**config.mk**
```make
export PLATFORM = sky130hd
export DESIGN_NAME = booth_mul_pipe
export DESIGN_NICKNAME = d
export VERILOG_FILES = /design/src/rtl/booth_pkg.sv /design/src/rtl/booth_recode.sv /design/src/rtl/booth_addend.sv /design/src/rtl/booth_stage.sv /design/src/rtl/booth_opnd_reg.sv /design/src/rtl/booth_mul_pipe.sv
export SDC_FILE = /design/constraint.sdc
export NUM_CORES = 1
export LEC_CHECK = 0
export ABC_AREA = 0
export CORE_MARGIN = 5
export CORE_UTILIZATION = 28
export DETAILED_ROUTE_END_ITERATION = 12
export HOLD_SLACK_MARGIN = 0.12
export PLACE_DENSITY_LB_ADDON = 0.1
export SYNTH_ARGS = -nofsm -noshare
export SYNTH_HDL_FRONTEND = slang
export SYNTH_HIERARCHICAL = 1
export SYNTH_SLANG_ARGS = --single-unit
```
**constraint.sdc**
```tcl
create_clock -name clk -period 5.7 [get_ports clk]
set_clock_uncertainty 0.2 [all_clocks]
set_input_delay 1.14 -clock clk [delete_from_list [all_inputs] [get_ports clk]]
set_output_delay 1.14 -clock clk [all_outputs]
set_load 0.02 [all_outputs]
```
**src/rtl/booth_pkg.sv**
```systemverilog
package booth_pkg;

  // Recoded digit control: nz = non-zero, dbl = magnitude 2A, neg = negative
  typedef struct packed {
    logic neg;
    logic dbl;
    logic nz;
  } booth_sel_t;

endpackage

```
**src/rtl/booth_recode.sv**
```systemverilog
module booth_recode
  import booth_pkg::*;
(
  input  logic [2:0] trip_i,
  output booth_sel_t sel_o
);

  // triplet {b[2k+1], b[2k], b[2k-1]} to signed digit
  always_comb begin
    sel_o.nz  = 1'b0;
    sel_o.dbl = 1'b0;
    sel_o.neg = 1'b0;
    case (trip_i)
      3'b001, 3'b010: begin
        sel_o.nz = 1'b1;
      end
      3'b011: begin
        sel_o.nz  = 1'b1;
        sel_o.dbl = 1'b1;
      end
      3'b100: begin
        sel_o.nz  = 1'b1;
        sel_o.dbl = 1'b1;
        sel_o.neg = 1'b1;
      end
      3'b101, 3'b110: begin
        sel_o.nz  = 1'b1;
        sel_o.neg = 1'b1;
      end
      default: begin
        sel_o.nz = 1'b0;
      end
    endcase
  end

endmodule

```
**src/rtl/booth_addend.sv**
```systemverilog
module booth_addend
  import booth_pkg::*;
#(
  parameter int W = 16,
  parameter int K = 0
) (
  input  logic [W-1:0]   a_i,
  input  booth_sel_t     sel_i,
  output logic [2*W-1:0] addend_o,
  output logic [2*W-1:0] cin_o
);

  localparam int PW = 2 * W;
  localparam int SH = 2 * K;

  logic [PW-1:0] ext;
  logic [PW-1:0] mag;
  logic [PW-1:0] pol;

  // Sign-extend first, then double, so -2 * most-negative still fits
  always_comb begin
    ext = {{W{a_i[W-1]}}, a_i};
    if (!sel_i.nz)
      mag = '0;
    else if (sel_i.dbl)
      mag = ext << 1;
    else
      mag = ext;
    // Negation as one's complement; the +1 rides in cin at the row weight
    pol      = sel_i.neg ? ~mag : mag;
    addend_o = pol << SH;
    cin_o    = '0;
    cin_o[SH] = sel_i.neg;
  end

endmodule

```
**src/rtl/booth_stage.sv**
```systemverilog
module booth_stage
  import booth_pkg::*;
#(
  parameter int W = 16,
  parameter int K = 0
) (
  input  logic           clk,
  input  logic           rst,
  input  logic           v_i,
  input  logic [2*W-1:0] sum_i,
  input  logic [W-1:0]   a_i,
  input  logic [2:0]     trip_i,
  output logic           v_o,
  output logic [2*W-1:0] sum_o
);

  localparam int PW = 2 * W;

  booth_sel_t    sel;
  logic [PW-1:0] addend;
  logic [PW-1:0] cin;

  booth_recode u_rec (
    .trip_i (trip_i),
    .sel_o  (sel)
  );

  booth_addend #(.W(W), .K(K)) u_add (
    .a_i      (a_i),
    .sel_i    (sel),
    .addend_o (addend),
    .cin_o    (cin)
  );

  always_ff @(posedge clk) begin
    if (rst) v_o <= 1'b0;
    else     v_o <= v_i;
  end

  always_ff @(posedge clk) begin
    sum_o <= sum_i + addend + cin;
  end

endmodule

```
**src/rtl/booth_opnd_reg.sv**
```systemverilog
module booth_opnd_reg #(
  parameter int AW = 16,
  parameter int BW = 15
) (
  input  logic          clk,
  input  logic [AW-1:0] a_i,
  input  logic [BW-1:0] b_i,
  output logic [AW-1:0] a_o,
  output logic [BW-1:0] b_o
);

  always_ff @(posedge clk) begin
    a_o <= a_i;
    b_o <= b_i;
  end

endmodule

```
**src/rtl/booth_mul_pipe.sv**
```systemverilog
module booth_mul_pipe #(
  parameter int W = 16
) (
  input  logic           clk,
  input  logic           rst,
  input  logic           in_valid,
  input  logic [W-1:0]   in_a,
  input  logic [W-1:0]   in_b,
  output logic           out_valid,
  output logic [2*W-1:0] out_product
);

  localparam int N  = W / 2;
  localparam int PW = 2 * W;

  for (genvar k = 0; k < N; k++) begin : g_st
    // Remaining multiplier bits, lowest triplet at [2:0]
    localparam int RW = W + 1 - 2 * k;

    logic          v_in;
    logic [PW-1:0] s_in;
    logic [W-1:0]  a_in;
    logic [RW-1:0] r_in;
    logic          v_out;
    logic [PW-1:0] s_out;

    if (k == 0) begin : g_head
      assign v_in = in_valid;
      assign s_in = '0;
      assign a_in = in_a;
      assign r_in = {in_b, 1'b0};
    end else begin : g_body
      assign v_in = g_st[k-1].v_out;
      assign s_in = g_st[k-1].s_out;
      assign a_in = g_st[k-1].g_fwd.a_nxt;
      assign r_in = g_st[k-1].g_fwd.r_nxt;
    end

    booth_stage #(.W(W), .K(k)) u_stage (
      .clk    (clk),
      .rst    (rst),
      .v_i    (v_in),
      .sum_i  (s_in),
      .a_i    (a_in),
      .trip_i (r_in[2:0]),
      .v_o    (v_out),
      .sum_o  (s_out)
    );

    // Operands move with their partial sum; the last row forwards nothing
    if (k < N - 1) begin : g_fwd
      logic [W-1:0]  a_nxt;
      logic [RW-3:0] r_nxt;

      booth_opnd_reg #(.AW(W), .BW(RW - 2)) u_opnd (
        .clk (clk),
        .a_i (a_in),
        .b_i (r_in[RW-1:2]),
        .a_o (a_nxt),
        .b_o (r_nxt)
      );
    end
  end

  assign out_valid   = g_st[N-1].v_out;
  assign out_product = g_st[N-1].s_out;

endmodule

```
==> results of run 1 <==
## worst paths after layout
check                                                      endpoint  slack, ns  depth (start not counted)
worst min-delay path            g_st[5].g_fwd.u_opnd/b_o[4]$_DFF_P_       0.12                          0
worst max-delay path              g_st[1].u_stage/sum_o[28]$_DFF_P_       1.07                         15
worst max register to register    g_st[1].u_stage/sum_o[28]$_DFF_P_       1.07                         15
worst min register to register  g_st[5].g_fwd.u_opnd/b_o[4]$_DFF_P_       0.12                          0
## critical path: stages, from the launching register on
cell and delay [ns]:
dfxtp_1 0.42, nand2b_1 0.09, o22ai_2 0.31, buf_4 0.29
mux2_2 0.35, nand2_1 0.08, xnor2_1 0.14, fa_1 0.45
ha_1 0.41, a41o_1 0.21, a221oi_1 0.44, a21bo_2 0.32
a31oi_2 0.17, buf_4 0.16, nor3_1 0.06, a311oi_1 0.39
## state kept, by name (all words and copies together), names as in the netlist
signal                 flops
g_st.u_stage/sum_o       256
g_st.g_fwd.u_opnd/b_o     63
g_st.g_fwd.u_opnd/a_o    112
g_st.u_stage/v_o           8
## stage by stage
step                hold slack [ns]  utilization [%]  cell area [sq um]  worst slack (ns)  cells
global placement              0.110             28.9              35200             0.430   5060
global route                  0.128             30.5              37200             0.783   5169
finish                        0.118             30.5              37200              1.07   5169
floorplan                     0.110                -              35700              1.30   3809
detailed placement            0.112             28.9              35200             0.388   5060
CTS                           0.123             30.5              37200             0.954   5169
## per-layer routing
layer | GRT usage [%] | routed length (um) | vias up
met2 | 19.8 | 35300 | 219
met3 | 1.83 | 1990 | 135
li1 | - | - | 11300
met5 | 0 | 0 | -
met4 | 3.85 | 2520 | 0
met1 | 12.0 | 29300 | 10100
## repair_timing
action / 4_1_cts / 5_1_grt
hold endpoints to repair: 1 / 0
hold buffers: 1 / 0
setup buffers: 0 / 0
## area by class of cell
type	count	share of cell area, %
multi-input cells	2799	62.2
flip-flops and latches	439	23.6
well taps	1625	5.46
clock buffers	81	4.62
repair buffers	93	2.33
inverters	105	1.06
clock inverters	27	0.736
## cells in the final DEF, fill, tap and decap left out, types with 67 or more instances in the layout
master	synthesis	routed
xor2_1	96	96
a21o_1	93	93
clkdlybuf4s50_1	0	67
fa_1	256	256
ha_1	240	240
dfxtp_1	439	439
inv_1	105	105
nor2_1	107	107
a21oi_1	227	227
xnor2_1	263	260
conb_1	9	340
o21ai_0	80	80
nand2_1	257	257
mux2_4	72	72
nand2_2	77	77
## logic make-up (layout without fill, tap and decap cells)
| logic type | after synthesis | in the layout |
|---|---|---|
| adders and majority gates | 496 | 496 |
| AOI/OAI and AO/OA | 727 | 727 |
| DFF | 439 | 439 |
| xor gates and xnor gates | 359 | 359 |
| other | 9 | 340 |
| muxes | 130 | 130 |
| and+or+nand+nor | 747 | 747 |
| buffers and inverters | 571 | 306 |
==> impl_metrics.py, run 1 <==
metrics = {
    "clocking": {
        "cts_resized": 0,
        "root_buffer": "clkbuf_16",
        "numCtsBuffers": 59,
        "cts_tree": "yes",
        "path_clk_slew_ns": 0.06,
        "clkLatencyLatePin_ns": 0.65,
        "clkSinkCount": 439,
        "clk_path_buf_depth": 3,
        "h-tree-depth": 2,
    },
    "finish": {
        "area_growth_pct": 7.95,
        "layout-drive-gt1-share_pct": 12.6,
        "final_nets": 4028,
        "seqCellArea_sq_mm": 0.00879,
        "multi_input_comb_area_sq_mm": 0.0232,
        "n_fill_cell": 12900,
        "diodes": 0,
    },
    "synth": {
        "synth.area.top_cells": "dfxtp_1 (25%), fa_1 (15%), ha_1 (8.7%)",
        "synth_edf_count": 0,
        "synth_top_family_by_area": "adder cells",
        "synth_ff_type": "dfxtp_1",
        "syn_avg_cell_area_sq_um": 9.92,
        "synth_cell_types": 90,
        "syn_inst": 3478,
        "ys_seq_area_share_pct": 25.5,
        "synthesis.area_sq_mm": 0.0345,
        "synth_compound_area_share_pct": 14.6,
        "synthMuxAreaShare_pct": 4.99,
        "synth_top_area_cell": "dfxtp_1",
        "async_flop_share_pct": 0,
        "synth_common_cells": "dfxtp_1 (439), buf_4 (389), xnor2_1 (263)",
        "yosysTopAreaCellShare_pct": 25.5,
        "yosys.area_share.xor_xnor_pct": 9.11,
        "synthAdderAreaFrac_pct": 23.6,
        "synth_seq_cells": 439,
        "yosys.area_share.simple_pct": 10.9,
        "synth_most_common_cell": "dfxtp_1",
        "yosysWarnings": 6,
    },
    "timing": {
        "finalSetupTns_ns": 0,
        "maxSlewHeadroom_pct": 38.7,
        "slew_violations": 0,
        "period_needed_ns": 4.63,
        "timing.final.crit_share_pct": 81.2,
        "fmax_mhz": 216,
        "final_hold_viol_count": 0,
        "tightest_slew_ns": 0.913,
        "setup_viol": 0,
        "rsz0062_at_grt": "false",
    },
    "detailed_routing": {
        "post_drt_via_cell_ratio": 4.20,
        "drc": 0,
        "wirelength_um": 69100,
        "num_vias": 21700,
        "drtPass1Iterations": 5,
        "ant_nets": 0,
        "wire_per_inst_um": 13.4,
        "dr.first_iter.drc_count": 533,
    },
    "grt": {
        "grt_pass1_wl_um": 116000,
        "first_global_vias": 23200,
        "grt_overflow_total": 0,
        "grt_max_degree": 19,
        "antenna_found_initial": 0,
        "grt_use_total_pct": 10.6,
    },
    "placement": {
        "dp_hpwl_um": 57000,
        "gp_congestion": 0.831,
        "io_buffers": 67,
    },
    "critical_path": {
        "startpoint_type": "flop",
        "critPathMaxFanout": 10,
        "crit_type": "flop to flop",
        "cp-startpoint": "g_st[0].g_fwd.u_opnd/b_o[2]$_DFF_P_",
        "end_kind": "flop",
        "arrival_ns": 4.94,
        "critPathRequiredTime_ns": 6.01,
        "r2r_start": "g_st[0].g_fwd.u_opnd/b_o[2]$_DFF_P_",
    },
    "die": {
        "rows": 128,
        "die_y_um": 361,
        "coreArea_sq_mm": 0.122,
        "io_pins": 68,
        "start_util_pct": 28.3,
        "die_width_um": 361,
        "die_area_sq_mm": 0.130,
    },
    "job": {
        "maxCapViolCount": 0,
    },
    "worst_hold_path": {
        "hold_start": "g_st[4].g_fwd.u_opnd/b_o[6]$_DFF_P_",
        "hp-class": "flop to flop",
    },
    "run_status": {
        "status": "finished clean",
    },
}
Power of run 1 is not shown: default switching activity piles up to over one toggle a cycle in this logic, so the estimate is an artifact.
==> run 2: changes to the inputs <==
Clock period 5.7 ns to 3.89 ns, I/O delays scaled along.
==> impl_metrics.py, run 2 (synthesis gave the netlist of run 1 again) <==
metrics = {
    "clocking": {
        "clk_path_buf_depth": 3,
        "root_buffer": "clkbuf_16",
        "cts_tree": "yes",
        "clkLatencyLatePin_ns": 0.63,
        "h-tree-depth": 2,
        "numCtsBuffers": 57,
        "path_clk_slew_ns": 0.06,
        "clkSinkCount": 439,
    },
    "worst_hold_path": {
        "hp-class": "flop to flop",
        "hold_start": "g_st[1].g_fwd.u_opnd/b_o[6]$_DFF_P_",
    },
    "detailed_routing": {
        "num_vias": 23900,
        "dr.first_iter.drc_count": 659,
        "drc": 0,
        "drtPass1Iterations": 5,
        "ant_nets": 0,
        "wirelength_um": 74600,
        "wire_per_inst_um": 13.1,
        "post_drt_via_cell_ratio": 4.18,
    },
    "critical_path": {
        "cp-startpoint": "g_st[1].g_fwd.u_opnd/b_o[0]$_DFF_P_",
        "critPathRequiredTime_ns": 4.19,
        "startpoint_type": "flop",
        "r2r_start": "g_st[1].g_fwd.u_opnd/b_o[0]$_DFF_P_",
        "end_kind": "flop",
        "arrival_ns": 4.23,
        "critPathMaxFanout": 5,
        "crit_type": "flop to flop",
    },
    "finish": {
        "n_fill_cell": 12400,
        "final_common_cell": "buf_4",
        "seqCellArea_sq_mm": 0.00882,
        "final_nets": 4563,
        "regMostFlops": "g_st.u_stage/sum_o",
        "area_growth_pct": 28.5,
        "multi_input_comb_area_sq_mm": 0.0256,
        "fin_cells": 5701,
        "layout-drive-gt1-share_pct": 32.5,
        "top_regs": "g_st.u_stage/sum_o x256, g_st.g_fwd.u_opnd/a_o x112, g_st.g_fwd.u_opnd/b_o x63",
        "largest_reg_flops": 256,
        "final_cell_mix": "buf_4 (493), dfxtp_1 (420), conb_1 (340)",
        "diodes": 0,
    },
    "die": {
        "die_area_sq_mm": 0.130,
        "rows": 128,
        "die_y_um": 361,
        "die_width_um": 361,
        "io_pins": 68,
        "start_util_pct": 28.3,
        "coreArea_sq_mm": 0.122,
    },
    "timing": {
        "setup_viol": 3,
        "final_hold_viol_count": 0,
        "rsz0062_at_grt": "true",
        "timing.final.crit_share_pct": 101,
        "fmax_mhz": 255,
        "period_needed_ns": 3.93,
        "slew_violations": 0,
        "final.setup.worst_slack_ns": -0.0360,
    },
    "job": {
        "maxCapViolCount": 0,
    },
    "grt": {
        "grt_max_degree": 18,
        "antenna_found_initial": 0,
        "grt_use_total_pct": 11.3,
        "grt_overflow_total": 0,
        "first_global_vias": 25400,
        "grt_pass1_wl_um": 123000,
    },
    "run_status": {
        "violations": "setup timing",
        "status": "finished with violations",
    },
    "placement": {
        "io_buffers": 67,
        "dp_hpwl_um": 60800,
        "dp.cells": 5544,
        "gp_congestion": 0.806,
    },
}
==> run 2: routing by layer <==
layer	share of wire (%)	wire length, um	GRT usage [%]	up-vias
met3	2.4	1790	1.50	104
met2	54	40200	21.9	191
li1	-	-	-	12400
met5	0	0	0	-
met1	41	30600	12.6	11200
met4	2.7	1980	3.58	0
==> run 2: layout make-up <==
class | count | area share (%)
clock buffers | 75 | 3.62
well taps | 1625 | 4.59
multi-input cells | 2799 | 57.8
clock inverters | 28 | 0.853
inverters | 105 | 0.889
repair buffers | 630 | 12.3
flip-flops and latches | 439 | 19.9
==> run 2: what timing repair did <==
action	CTS	global route
pin swaps	80	248
setup buffers	21	36
gates cloned	2	3
hold endpoints to repair	0	0
setup endpoints to repair	68	106
hold buffers	0	0
gates resized for setup	144	361
==> run 2: worst paths after layout <==
kind,endpoint,slack (ns),depth (start not counted)
max reg2reg,g_st[2].u_stage/sum_o[30]$_DFF_P_,-0.04,17
max,g_st[2].u_stage/sum_o[30]$_DFF_P_,-0.04,17
min reg2reg,g_st[2].g_fwd.u_opnd/b_o[4]$_DFF_P_,0.12,0
min,g_st[2].g_fwd.u_opnd/b_o[4]$_DFF_P_,0.12,0
==> run 2: critical path: stages, from the launching register on <==
cell       delay (ns)
dfxtp_4          0.36
nand2b_4         0.15
o22ai_4          0.17
buf_12           0.16
buf_4            0.11
mux2_4           0.30
nand2_4          0.06
xnor2_2          0.11
fa_1             0.48
ha_4             0.30
nand4_1          0.15
nor2_2           0.23
o2111ai_4        0.20
a31oi_4          0.35
a31oi_1          0.13
buf_4            0.15
mux2i_1          0.13
nand2_1          0.06
==> run 2: through the flow <==
step                      setup WS [ns]   TNS, ns  hold slack, ns  instance area (sq um)  utilization, %
final                           -0.0360   -0.0884           0.118                  44300            36.3
after global routing             -0.201     -3.57           0.128                  44300            36.3
after CTS                       -0.0718    -0.242           0.121                  42200            34.5
after detailed placement         -0.725    -21.91           0.112                  39200            32.1
after global placement           -0.704    -20.75           0.110                  39200            32.1
after floorplan                -0.00856  -0.00856           0.110                  35800               -
Power of run 2 is left out for the same reason.
==> run 3: changes to the inputs <==
Settings changed: CORE_ASPECT_RATIO set to 1.1, CORE_MARGIN 5 to not set.
==> impl_metrics.py, run 3 (synthesis gave the netlist of run 1 again) <==
metrics = {
    "run_status": {
        "status": "finished with violations",
        "violations": "setup timing",
    },
    "clocking": {
        "h-tree-depth": 2,
        "clk_path_buf_depth": 3,
        "numCtsBuffers": 59,
        "cts_tree": "yes",
        "root_buffer": "clkbuf_16",
        "clkLatencyLatePin_ns": 0.65,
        "clkSinkCount": 439,
        "path_clk_slew_ns": 0.06,
    },
    "detailed_routing": {
        "wirelength_um": 76300,
        "ant_nets": 0,
        "dr.first_iter.drc_count": 502,
        "num_vias": 24000,
        "post_drt_via_cell_ratio": 4.17,
        "drc": 0,
        "drtPass1Iterations": 5,
        "wire_per_inst_um": 13.2,
    },
    "die": {
        "io_pins": 68,
        "start_util_pct": 28.3,
        "rows": 134,
        "die_area_sq_mm": 0.125,
        "die_width_um": 337,
        "die_y_um": 370,
        "coreArea_sq_mm": 0.122,
    },
    "finish": {
        "seqCellArea_sq_mm": 0.00883,
        "largest_reg_flops": 256,
        "final_nets": 4615,
        "multi_input_comb_area_sq_mm": 0.0264,
        "final_cell_mix": "buf_4 (518), dfxtp_1 (418), conb_1 (340)",
        "n_fill_cell": 12400,
        "top_regs": "g_st.u_stage/sum_o x256, g_st.g_fwd.u_opnd/a_o x112, g_st.g_fwd.u_opnd/b_o x63",
        "regMostFlops": "g_st.u_stage/sum_o",
        "layout-drive-gt1-share_pct": 35.0,
        "final_common_cell": "buf_4",
        "area_growth_pct": 32.3,
        "diodes": 0,
    },
    "placement": {
        "place_ws_ns": -0.757,
        "gp_congestion": 0.815,
        "dp_hpwl_um": 61500,
        "io_buffers": 67,
    },
    "critical_path": {
        "critPathMaxFanout": 7,
        "crit_type": "flop to flop",
        "end_kind": "flop",
        "arrival_ns": 4.36,
        "critPathRequiredTime_ns": 4.22,
        "r2r_cells": 17,
        "startpoint_type": "flop",
    },
    "timing": {
        "period_needed_ns": 4.03,
        "rsz0062_at_grt": "true",
        "tightest_slew_ns": 0.518,
        "final.setup.worst_slack_ns": -0.137,
        "setup_viol": 9,
        "final_hold_viol_count": 0,
        "maxSlewHeadroom_pct": 65.5,
        "fmax_mhz": 248,
        "timing.final.crit_share_pct": 104,
        "slew_violations": 0,
    },
    "worst_hold_path": {
        "hp-class": "flop to flop",
        "min_path_cells": 0,
    },
    "job": {
        "maxCapViolCount": 0,
    },
    "grt": {
        "grt_use_total_pct": 12.2,
        "antenna_found_initial": 0,
        "grt_max_degree": 18,
        "grt_overflow_total": 0,
        "first_global_vias": 25700,
        "grt_pass1_wl_um": 124000,
    },
}
run 3: layout make-up:
type / count / share of cell area [%]
multi-input combinational: 2799 / 57.7
sequential: 439 / 19.3
timing repair buffer: 680 / 13.0
tap: 1632 / 4.47
clock buffer: 80 / 3.65
clock inverter: 29 / 0.891
inverter: 105 / 0.869
run 3: critical path, stage by stage, from the launching register on:
cell       delay (ns)
dfxtp_2          0.33
nand2b_4         0.14
o22ai_4          0.14
buf_12           0.15
buf_12           0.13
mux2_4           0.31
nand2_4          0.06
xnor2_2          0.11
fa_1             0.48
ha_4             0.28
a21oi_1          0.17
o21ai_2          0.11
a221oi_2         0.24
buf_4            0.17
a2111oi_4        0.09
buf_4            0.15
or4b_1           0.45
and3_1           0.19
run 3: metrics by stage:
step	instance area, sq um	cells	setup TNS (ns)	hold WS, ns	util [%]
3_5_place_dp	39500	5583	-23.58	0.112	32.4
3_3_place_gp	39500	5583	-23.33	0.110	32.4
6_report	45600	5764	-0.597	0.121	37.5
5_1_grt	45600	5764	-3.69	0.131	37.5
2_1_floorplan	35800	3809	-0.00856	0.110	-
4_1_cts	43200	5723	-0.593	0.123	35.5
run 3: per-layer routing:
layer	vias to the layer above	global-route usage, %	routed length (um)
met2	214	24.6	42400
met5	-	0	0
li1	12500	-	-
met3	132	1.91	1930
met4	0	4.29	2510
met1	11200	12.4	29500
run 3: path summary, 6_finish.rpt:
path                                             from                                   to  slack, ns
setup / recovery  g_st[0].g_fwd.u_opnd/b_o[0]$_DFF_P_    g_st[1].u_stage/sum_o[25]$_DFF_P_      -0.14
setup reg to reg  g_st[0].g_fwd.u_opnd/b_o[0]$_DFF_P_    g_st[1].u_stage/sum_o[25]$_DFF_P_      -0.14
hold / removal    g_st[2].g_fwd.u_opnd/b_o[6]$_DFF_P_  g_st[3].g_fwd.u_opnd/b_o[4]$_DFF_P_       0.12
hold reg to reg   g_st[2].g_fwd.u_opnd/b_o[6]$_DFF_P_  g_st[3].g_fwd.u_opnd/b_o[4]$_DFF_P_       0.12
run 3: timing repair:
| item | CTS | global route |
|---|---|---|
| setup endpoints to repair | 83 | 106 |
| hold endpoints to repair | 1 | 0 |
| hold buffers | 1 | 0 |
| resized for setup | 245 | 398 |
| pin swaps | 135 | 276 |
| cloned | 3 | 2 |
| setup buffers | 31 | 48 |
Power of run 3 is left out for the same reason.
